### src/rtl/xp_pkg.sv
package xp_pkg;
    typedef enum logic [1:0] {
        XM_ROUTE = 2'd0,
        XM_BCAST = 2'd1,
        XM_SHUT  = 2'd2
    } xp_mode_e;
endpackage

### src/rtl/xp_sync.sv
module xp_sync #(
    parameter int W = 3
) (
    input  logic         clk,
    input  logic         rst_n,
    input  logic [W-1:0] d,
    output logic [W-1:0] q
);
    logic [W-1:0] meta;

    always_ff @(posedge clk or negedge rst_n) begin
        if (!rst_n) begin
            meta <= '0;
            q    <= '0;
        end else begin
            meta <= d;
            q    <= meta;
        end
    end
endmodule

### src/rtl/xp_ctrl.sv
module xp_ctrl
    import xp_pkg::*;
(
    input  logic     clk,
    input  logic     rst_n,
    input  logic     cfg_s,
    input  logic     shut_s,
    input  logic     bcast_s,
    input  logic     fresh,
    output xp_mode_e mode,
    output logic     load
);
    xp_mode_e mode_nx;
    logic     cfg_prev;

    // state register
    always_ff @(posedge clk or negedge rst_n) begin
        if (!rst_n) begin
            mode     <= XM_ROUTE;
            cfg_prev <= 1'b0;
        end else begin
            mode     <= mode_nx;
            cfg_prev <= cfg_s;
        end
    end

    // next-state: shutdown outranks broadcast from every state
    always_comb begin
        mode_nx = mode;
        unique case (mode)
            XM_ROUTE: if (shut_s) mode_nx = XM_SHUT;
                      else if (bcast_s) mode_nx = XM_BCAST;
            XM_BCAST: if (shut_s) mode_nx = XM_SHUT;
                      else if (!bcast_s) mode_nx = XM_ROUTE;
            XM_SHUT:  if (!shut_s) mode_nx = bcast_s ? XM_BCAST : XM_ROUTE;
            default:  mode_nx = XM_SHUT;
        endcase
    end

    // output process: a transfer is a configure edge with fresh data, blocked in shutdown
    always_comb begin
        load = 1'b0;
        unique case (mode)
            XM_ROUTE, XM_BCAST: load = cfg_s && !cfg_prev && fresh;
            XM_SHUT:            load = 1'b0;
            default:            load = 1'b0;
        endcase
    end
endmodule

### src/rtl/xp_live_bank.sv
module xp_live_bank
    import xp_pkg::*;
#(
    parameter int N_OUT = 8,
    parameter int SEL_W = 4
) (
    input  logic                   clk,
    input  logic                   rst_n,
    input  xp_mode_e               mode,
    input  logic                   load,
    input  logic [N_OUT*SEL_W-1:0] stg_sel,
    input  logic [N_OUT-1:0]       stg_off,
    output logic [N_OUT*SEL_W-1:0] live_sel,
    output logic [N_OUT-1:0]       live_off
);
    always_ff @(posedge clk or negedge rst_n) begin
        if (!rst_n) begin
            live_sel <= '0;
            live_off <= '1;
        end else if (mode == XM_SHUT) begin
            live_sel <= '0;
            live_off <= '1;
        end else if (load) begin
            live_sel <= stg_sel;
            live_off <= stg_off;
        end
    end
endmodule

### src/rtl/xp_route.sv
module xp_route
    import xp_pkg::*;
#(
    parameter int N_IN  = 16,
    parameter int N_OUT = 8,
    parameter int SEL_W = 4
) (
    input  xp_mode_e               mode,
    input  logic [N_IN-1:0]        in_sig,
    input  logic [N_OUT*SEL_W-1:0] live_sel,
    input  logic [N_OUT-1:0]       live_off,
    output logic [N_OUT-1:0]       out_sig,
    output logic [N_OUT-1:0]       out_en
);
    for (genvar k = 0; k < N_OUT; k++) begin : g_out
        logic [SEL_W-1:0] sel;
        logic             en;
        assign sel = live_sel[k*SEL_W +: SEL_W];

        always_comb begin
            unique case (mode)
                XM_ROUTE: en = !live_off[k];
                XM_BCAST: en = 1'b1;
                XM_SHUT:  en = 1'b0;
                default:  en = 1'b0;
            endcase
        end

        assign out_en[k]  = en;
        assign out_sig[k] = en && ((mode == XM_BCAST) ? in_sig[0] : in_sig[sel]);
    end
endmodule

### src/rtl/xp_live_route.sv
module xp_live_route
    import xp_pkg::*;
#(
    parameter int N_IN  = 16,
    parameter int N_OUT = 8,
    localparam int SEL_W = $clog2(N_IN)
) (
    input  logic                   clk,
    input  logic                   rst_n,
    input  logic [N_IN-1:0]        in_sig,
    input  logic [N_OUT*SEL_W-1:0] stage_sel,
    input  logic [N_OUT-1:0]       stage_off,
    input  logic                   stage_fresh,
    input  logic                   cfg_pin,
    input  logic                   shut_pin,
    input  logic                   bcast_pin,
    output logic [N_OUT-1:0]       out_sig,
    output logic [N_OUT-1:0]       out_en,
    output logic                   fresh_clr
);
    logic [2:0]             pins_s;
    xp_mode_e               mode_q;
    logic                   load_w;
    logic [N_OUT*SEL_W-1:0] live_sel_w;
    logic [N_OUT-1:0]       live_off_w;

    xp_sync #(.W(3)) u_sync (
        .clk  (clk),
        .rst_n(rst_n),
        .d    ({bcast_pin, shut_pin, cfg_pin}),
        .q    (pins_s)
    );

    xp_ctrl u_ctrl (
        .clk    (clk),
        .rst_n  (rst_n),
        .cfg_s  (pins_s[0]),
        .shut_s (pins_s[1]),
        .bcast_s(pins_s[2]),
        .fresh  (stage_fresh),
        .mode   (mode_q),
        .load   (load_w)
    );

    xp_live_bank #(.N_OUT(N_OUT), .SEL_W(SEL_W)) u_bank (
        .clk     (clk),
        .rst_n   (rst_n),
        .mode    (mode_q),
        .load    (load_w),
        .stg_sel (stage_sel),
        .stg_off (stage_off),
        .live_sel(live_sel_w),
        .live_off(live_off_w)
    );

    xp_route #(.N_IN(N_IN), .N_OUT(N_OUT), .SEL_W(SEL_W)) u_route (
        .mode    (mode_q),
        .in_sig  (in_sig),
        .live_sel(live_sel_w),
        .live_off(live_off_w),
        .out_sig (out_sig),
        .out_en  (out_en)
    );

    assign fresh_clr = load_w;
endmodule

### config.mk
export PLATFORM = sky130hd
export DESIGN_NAME = xp_live_route
export DESIGN_NICKNAME = d
export VERILOG_FILES = /design/src/rtl/xp_pkg.sv /design/src/rtl/xp_sync.sv /design/src/rtl/xp_ctrl.sv /design/src/rtl/xp_live_bank.sv /design/src/rtl/xp_route.sv /design/src/rtl/xp_live_route.sv
export SDC_FILE = /design/constraint.sdc
export NUM_CORES = 1
export LEC_CHECK = 0
export ABC_AREA = 1
export BUFFER_PORTS_ARGS = -buffer_cell sky130_fd_sc_hd__buf_4
export CORE_MARGIN = 5
export CORE_UTILIZATION = 30
export CTS_CLUSTER_SIZE = 25
export DETAILED_ROUTE_END_ITERATION = 12
export MAX_ROUTING_LAYER = met4
export PLACE_DENSITY = 0.5
export SYNTH_ARGS = -nofsm -noshare
export SYNTH_HDL_FRONTEND = slang
export SYNTH_HIERARCHICAL = 1
export SYNTH_SLANG_ARGS = --single-unit
### constraint.sdc
create_clock -name clk -period 1.84 [get_ports clk]
set_input_delay 0.276 -clock clk [delete_from_list [all_inputs] [get_ports clk]]
set_output_delay 0.276 -clock clk [all_outputs]
set_load 0.01 [all_outputs]
==> results of run 1 <==
[kinds of logic (layout without fill, tap and decap cells)]
logic type             count (synthesis)  in the layout  share of synthesized area (%)
AOI/OAI and AO/OA                      8              8                           1.09
and+or+nand+nor                      434            434                           49.7
DFF                                   49             49                           33.7
buffers and inverters                110            188                           15.5
[critical path: stages, from the launching register on]
cell and delay, ns:
dfrtp_2 0.46, buf_6 0.15, nand2_1 0.07, nand3_1 0.09
nand3_2 0.10, nand3_2 0.10, nand2_4 0.10, nand2_2 0.06
nand2_2 0.07, buf_6 0.10
[sequential cells by signal, indices dropped and copies added, names as in the netlist]
signal	cells
u_ctrl/mode	2
u_bank/live_sel	32
u_sync/meta	3
u_ctrl/cfg_prev	1
u_bank/live_off	8
u_sync/q	3
[worst max-delay path by stage]
stage                                   start    endpoint  slack, ns  depth (start not counted)
3_3_place_gp                       in_sig[15]  out_sig[3]       0.17                         10
3_5_place_dp                        in_sig[5]  out_sig[1]       0.12                         10
5_1_grt        u_bank/live_sel[8]$_DFFE_PN0P_  out_sig[2]      -0.08                          9
6_report       u_bank/live_sel[4]$_DFFE_PN0P_  out_sig[1]      -0.02                          9
2_1_floorplan      u_ctrl/mode[1]$_DFFE_PN0P_  out_sig[0]       0.49                          6
4_1_cts        u_bank/live_sel[4]$_DFFE_PN0P_  out_sig[1]      -0.02                          9
[stage by stage]
| stage | hold slack, ns | worst slack (ns) |
|---|---|---|
| finish | 0.000136 | -0.0216 |
| global route | 0.0653 | -0.0766 |
| CTS | 0.0425 | -0.0242 |
| detailed placement | 0.336 | 0.122 |
| global placement | 0.333 | 0.174 |
| floorplan | -0.0196 | 0.485 |
[final cells by class]
| class | count | area [µm²] | area share, % |
|---|---|---|---|
| tap | 147 | 184 | 3.73 |
| inverter | 80 | 333 | 6.75 |
| clock buffer | 5 | 125 | 2.54 |
| sequential | 49 | 1250 | 25.3 |
| multi-input combinational | 442 | 2170 | 43.9 |
| timing repair buffer | 100 | 857 | 17.4 |
| clock inverter | 3 | 21.3 | 0.431 |
[layout by cell type, fill, tap and decap left out, drive strengths merged]
cell,count
a21oi,8
and2b,1
buf,100
clkbuf,5
clkinv,2
clkinvlp,1
dfrtp,41
dfstp,8
inv,80
nand2,237
nand3,115
nand3b,5
nor2,75
or2,1
[report_power, final]
part	internal (µW)	switching, µW	total [µW]
combinational	331	442	773
clock	507	425	933
sequential	1140	66.4	1210
total	1980	934	2910
[per-layer routing]
layer / vias to the layer above / global-route usage [%]
met5: - / -
met4: 0 / 4.25
met3: 20 / 2.29
met2: 178 / 25.4
met1: 1783 / 22.0
li1: 1986 / -
[repair_timing]
item                       in CTS  in global routing
setup buffers                   5                 13
gates resized for setup        19                112
gates cloned                    0                  0
pin swaps                       2                 60
setup endpoints to repair       8                  8
==> reports/summary.md, run 1 <==
The number of storage elements in the synthesis netlist was 49. The tools report the number of global-route vias before repair as 3,799. The endpoint class of the critical path is an output pin. The largest total area in the synthesized netlist belongs to dfrtp_1. For the pin with the worst max-slew slack, the measured transition is 0.641 ns. For this block, the initial DRC count from the detailed router was 251.

The worst hold path belongs to the class input pin to async pin. For the synthesized cell area, the log shows 0.00367 mm². Number of nets in the synthesized netlist: 663. At the end of the flow the core is filled with cells to 41.1%.

The worst endpoint required time was 1.56 ns. Detailed routing placed a total of 839 µm of wire on met3. The logs give 0 for the max-slew violation count and 16.2% for the all-layer global routing usage. In this run the tool buffered the top-level ports with 78 buffer cells. The cell count of the worst reg-to-reg path was 6. The floorplan step defined a core boundary enclosing 0.0120 mm². The checks that failed: setup timing.

Of the cells placed in the final design, the portion with a size suffix greater than 1 is 34.0%. The synthesis-to-finish area growth works out to 34.6%. Across the routed clock network, the largest skew measured is 0.00407 ns. For this block, the via count after detailed routing is 3,967. For the worst setup path, the data arrival time is 1.59 ns. The run gives 0.0145 mm² as the area of the die. The area of placed instances came out at 0.00424 mm².

For this run the aggregate overflow at the end of global routing stands at 0. The total number of clock tree sinks came out at 49. In this run the biggest area consumer among cell types represents 28.0% of the synthesized area. The final antenna-violating net count was 0. Measured along the y axis, the die boundary spans 121 µm. Sequential elements use 33.7% of the synthesized area. In this run the register-to-register setup slack is 0.41 ns.

The tools report the total length of routed met2 wires as 5.69 mm. In the final routing, the length of wire on met1 measures 5.36 mm. Setup violations remaining at the end of the flow were counted as 3. The number of hold buffers added after CTS was 0.

Clock tree synthesis selected as its root buffer the cell clkbuf_16. Derived from the worst setup path, the maximum achievable clock frequency is 0.537 GHz. After the flow finishes, the layout carries non-filler instances totaling 826. The run gives 0.00264 µW as the static leakage.

The detailed placement HPWL was 7.89 mm; the wire length per cell after detailed routing was 14.6 µm. TritonCTS built the clock tree. Once the floorplan was initialized, standard cells occupied 30.5% of the core. For the post-layout total power, the log shows 2910 µW. The critical path in this run is classified as flip-flop to output pin. The run gives 5 as the number of buffers created by CTS. The number of endpoints with negative hold slack in the final report was 0; the I/O pin count was 79. The repair_antennas step left the layout with diodes totalling 0. The critical-path maximum fanout was 5; the share of the clock period used by the worst path was 101%. The worst setup path is launched from a flip-flop. After synthesis, the most frequently instantiated cells are 236 x nand2_1, 115 x nand3_1, 66 x nor2_1, 64 x inv_1, 41 x dfrtp_1.

In this run the critical register-to-register path is captured at u_bank/live_sel[12]$_DFFE_PN0P_. Launching point of the worst reg2reg path: u_ctrl/mode[1]$_DFFE_PN0P_. The filler cell count in the final layout came out at 1,246. The count of synthesis-stage warnings from yosys is 6.

Setup repair after global routing could not meet its margin everywhere. The logs give 0 for the max capacitance violation total and 2 for the maximum buffer depth of the clock tree. The final critical-path setup slack was -0.0216 ns.

At the later pin of the worst-skew pair, clock insertion delay measures 0.29 ns. Yosys mapped a number of flops with a built-in enable equal to 0. The async set or reset register ratio after synthesis came out at 100%. The most frequently used cell type in the post-synthesis netlist is nand2_1.

The run gives 40 as the cell row count. The H-tree generated during clock tree synthesis spans 2 levels. The detailed-route vias per instance was 4.80; the clock transition at the registers of the reported paths was 0.07 ns. Summed over all failing endpoints, the final setup total negative slack is -0.0409 ns.

The tools report the peak supply drop as 0.371 mV. The logs give 5 for the number of iterations in the first detailed-routing pass and 18 for the distinct cell type count after synthesis. The net count of the finished layout is 740. The die boundary width works out to 121 µm. The detailed router used layers up to and including met4. The maximum number of pins on one net before global-route repair is 73. Counting tap cells, the placed design contains a total of 800 instances. The wire length of the first global-routing pass was 18.6 mm; the mean post-synth cell area was 6.10 µm².

The run finished, with violations left. The routed design has 12.1 mm of wire. In this run the tightest slew margin relative to its limit is 57.3%. Sorting the synthesized cells by area gives the leading types as dfrtp_1 28%, nand2_1 24%, nand3_1 16%, nor2_1 6.8%, inv_1 6.6%. At the end of routability-driven placement, the weighted congestion stood at 0.943. Dividing total power by cell area gives a power density of 590 mW/mm². After detailed routing, the number of remaining DRC violations is 0. The tools report the number of antenna violations at the first check in global routing as 0. In the synthesized netlist, the number of instances is 601.

For this run, the leading register cell type out of synthesis is dfrtp_1. The final critical delay including setup and external delays works out to 1.86 ns. The finished cells cover 0.00493 mm².
Power figures use the tool's default switching activity.
==> inputs of run 2 (changes only) <==
PLACE_DENSITY = 0.58   (was 0.5)
==> reports/summary.md, run 2 (synthesized netlist as in run 1, its figures left out) <==
STA classifies the critical path startpoint as a flip-flop. The largest registers in the layout are u_bank/live_sel (32), u_bank/live_off (8). The worst clock skew was 0.00549 ns; the clock transition at the registers of the reported paths was 0.07 ns. The share of power burned in the clock network was 35.2%; the net switching share of the total power was 30.7%. The worst setup path is captured at an output pin. Starting density of the core: 30.5%. More flip-flops sit in one register than any other, and that register is u_bank/live_sel. Dividing total power by cell area gives a power density of 610 mW/mm². For the part of the total power dissipated in sequential elements, the log shows 39.2%. Leaving out fill and tap cells, the most frequent cell in the layout is nand2_1.

The actual transition at the worst max-transition pin came out at 0.636 ns. In this run the standard cell core region covers 0.0120 mm². The floorplan step set the die width to 121 µm. The worst max-slew margin expressed relative to the limit is 57.6%, and the final critical delay including setup and external delays is 1.86 ns. The later pin in the worst-skew pair is clocked with a latency of 0.29 ns.

Compared with the post-synthesis result, the final layout area differs by 37.3%. The final critical-path setup slack was -0.0226 ns; the wire length per cell after detailed routing was 14.3 µm. Measured along the y axis, the die boundary spans 121 µm. The flip-flop count of the largest register, all copies and words added works out to 32. The worst setup path is of the flip-flop to output pin kind. The peak supply drop came out at 0.418 mV.

The first global-routing pass estimated 19.0 mm of wire. The number of endpoints with negative hold slack in the final report was 0; the DRC violation count after routing was 0. The max capacitance violation total is 0, and the share of the clock period used by the worst path is 101%. Combinational logic is responsible for 25.6% of the overall power.

The number of iterations in the first detailed-routing pass came out at 7. For the worst setup path, the data required time is 1.56 ns. In this run the worst path has a maximum fanout of 5.

The top cell types in the final layout, fill and taps aside, are 203 x nand2_1, 83 x buf_4, 69 x nand3_1. For the static leakage, the log shows 0.00268 µW. The class of the tightest hold or removal check is input pin to async pin. The run gives 3,920 as the number of global-route vias before repair. The detailed placement HPWL came out at 8.03 mm. In this run, post-CTS hold repair placed 0 buffers.

For the final antenna-violating net count, the log shows 0. The run gives 2130 µW as the internal power. The share of post-route cells with drive strength above 1 was 35.1%.

CTS placed an instance of clkbuf_16 at the clock tree root. The final layout net count is 745, and the maximum buffer depth of the clock tree is 2. The total number of vias was 3,968; the iteration-0 DRC count of the detailed router was 328. The worst hold slack across all endpoints came out at 0.00842 ns. Setup repair after global routing could not meet its margin everywhere. For this run, the number of standard cells in the final layout without fillers is 831.

The all-layer global routing usage is 16.2%. The total overflow left after global routing is 0. The repair_antennas step left the layout with diodes totalling 0. Routability-driven placement finished with a final weighted congestion of 0.930. The H-tree was split into 2 levels. The flow ran to the end, but the final reports show violations. TritonCTS built the clock tree. The checks that failed: setup timing. Timing-limited maximum frequency: 0.537 GHz.

TritonCTS created 5 clock buffers. Using the TritonRoute via totals, the vias-per-cell ratio works out to 4.77. After floorplanning, the core was divided into 40 placement rows. The run gives 0 as the max-slew violation count. For this design the top-level I/O count stands at 79. Buffers placed on the I/O ports in this run total 78. The net switching power is 943 µW, and the total number of clock tree sinks is 49. After detailed placement, the design holds a cell count of 806. For the final count of negative-setup-slack endpoints, the log shows 2. The data arrival time of the critical path was 1.59 ns; the area of the die was 0.0145 mm². The run gives 11.9 mm as the final wirelength. The number of antenna violations at the first check in global routing was 0. Entering global routing, the biggest net connects 50 pins.
[run 2: cell types whose count changed in the layout (fill, tap and decap cells not counted), moves of 2 or more]
| cell | change |
|---|---|
| buf_6 | -4 |
| nand2_1 | +11 |
| nand2_2 | -8 |
| nand2_4 | -3 |
| buf_4 | +6 |
| buf_12 | +2 |
| nand3_2 | +14 |
| nand3_1 | -14 |
[run 2: metrics by stage]
stage	setup TNS (ns)	area, µm²	setup slack [ns]	utilization, %	total power (µW)
3_3_place_gp	0	4320	0.215	36.0	1860
3_5_place_dp	0	4320	0.191	36.0	1870
5_1_grt	-0.554	5030	-0.109	41.9	3250
4_1_cts	-0.0182	4610	-0.0117	38.4	3000
6_report	-0.0250	5030	-0.0226	41.9	3070
2_1_floorplan	0	3670	0.485	-	1610
[run 2: worst max-delay path, cell delays in order (launching register included)]
cell and delay, ns:
dfrtp_2 0.45, buf_6 0.15, nand2_2 0.07, nand3_1 0.09, nand3_2 0.08, nand3b_1 0.10, nand2_2 0.11, nand2_1 0.06
nand2_1 0.08, buf_6 0.12
[run 2: power by group through the flow]
stage | registers (µW) | clock network (µW) | logic [µW]
floorplan | 1190 | 0 | 418
global placement | 1230 | 0 | 633
detailed placement | 1230 | 0 | 641
CTS | 1200 | 1110 | 682
global route | 1210 | 1160 | 877
finish | 1200 | 1080 | 787
[run 2: path summary, 6_finish.rpt]
kind,startpoint,endpoint,slack (ns),cells past startpoint
min in group clk,bcast_pin,u_sync/meta[2]$_DFF_PN0_,0.09,1
max,u_bank/live_sel[4]$_DFFE_PN0P_,out_sig[1],-0.02,9
max reg2reg,u_ctrl/mode[1]$_DFFE_PN0P_,u_bank/live_sel[15]$_DFFE_PN0P_,0.53,5
min,rst_n,u_bank/live_sel[25]$_DFFE_PN0P_,0.008,1
max in group asynchronous,rst_n,u_bank/live_sel[0]$_DFFE_PN0P_,1.37,1
min reg2reg,u_sync/meta[1]$_DFF_PN0_,u_sync/q[1]$_DFF_PN0_,0.35,0
[run 2: metal layers]
layer | track usage, % | part of all wire, % | vias to the layer above
li1 | - | - | 1996
met1 | 21.9 | 46 | 1797
met2 | 25.1 | 46 | 158
met3 | 3.46 | 7.0 | 17
met4 | 3.97 | 1.1 | 0
met5 | - | 0 | -
[run 2: layout make-up]
type	instances	area (µm²)
flip-flops and latches	49	1250
multi-input cells	442	2190
clock inverters	3	47.5
repair buffers	105	902
clock buffers	5	125
well taps	147	184
fillers	1268	6980
inverters	80	335
[run 2: repair_timing]
| action | CTS | global route |
|---|---|---|
| pin swaps | 4 | 50 |
| buffers inserted | 8 | 9 |
| endpoints found under the setup margin | 8 | 8 |
| gates resized for setup | 24 | 101 |
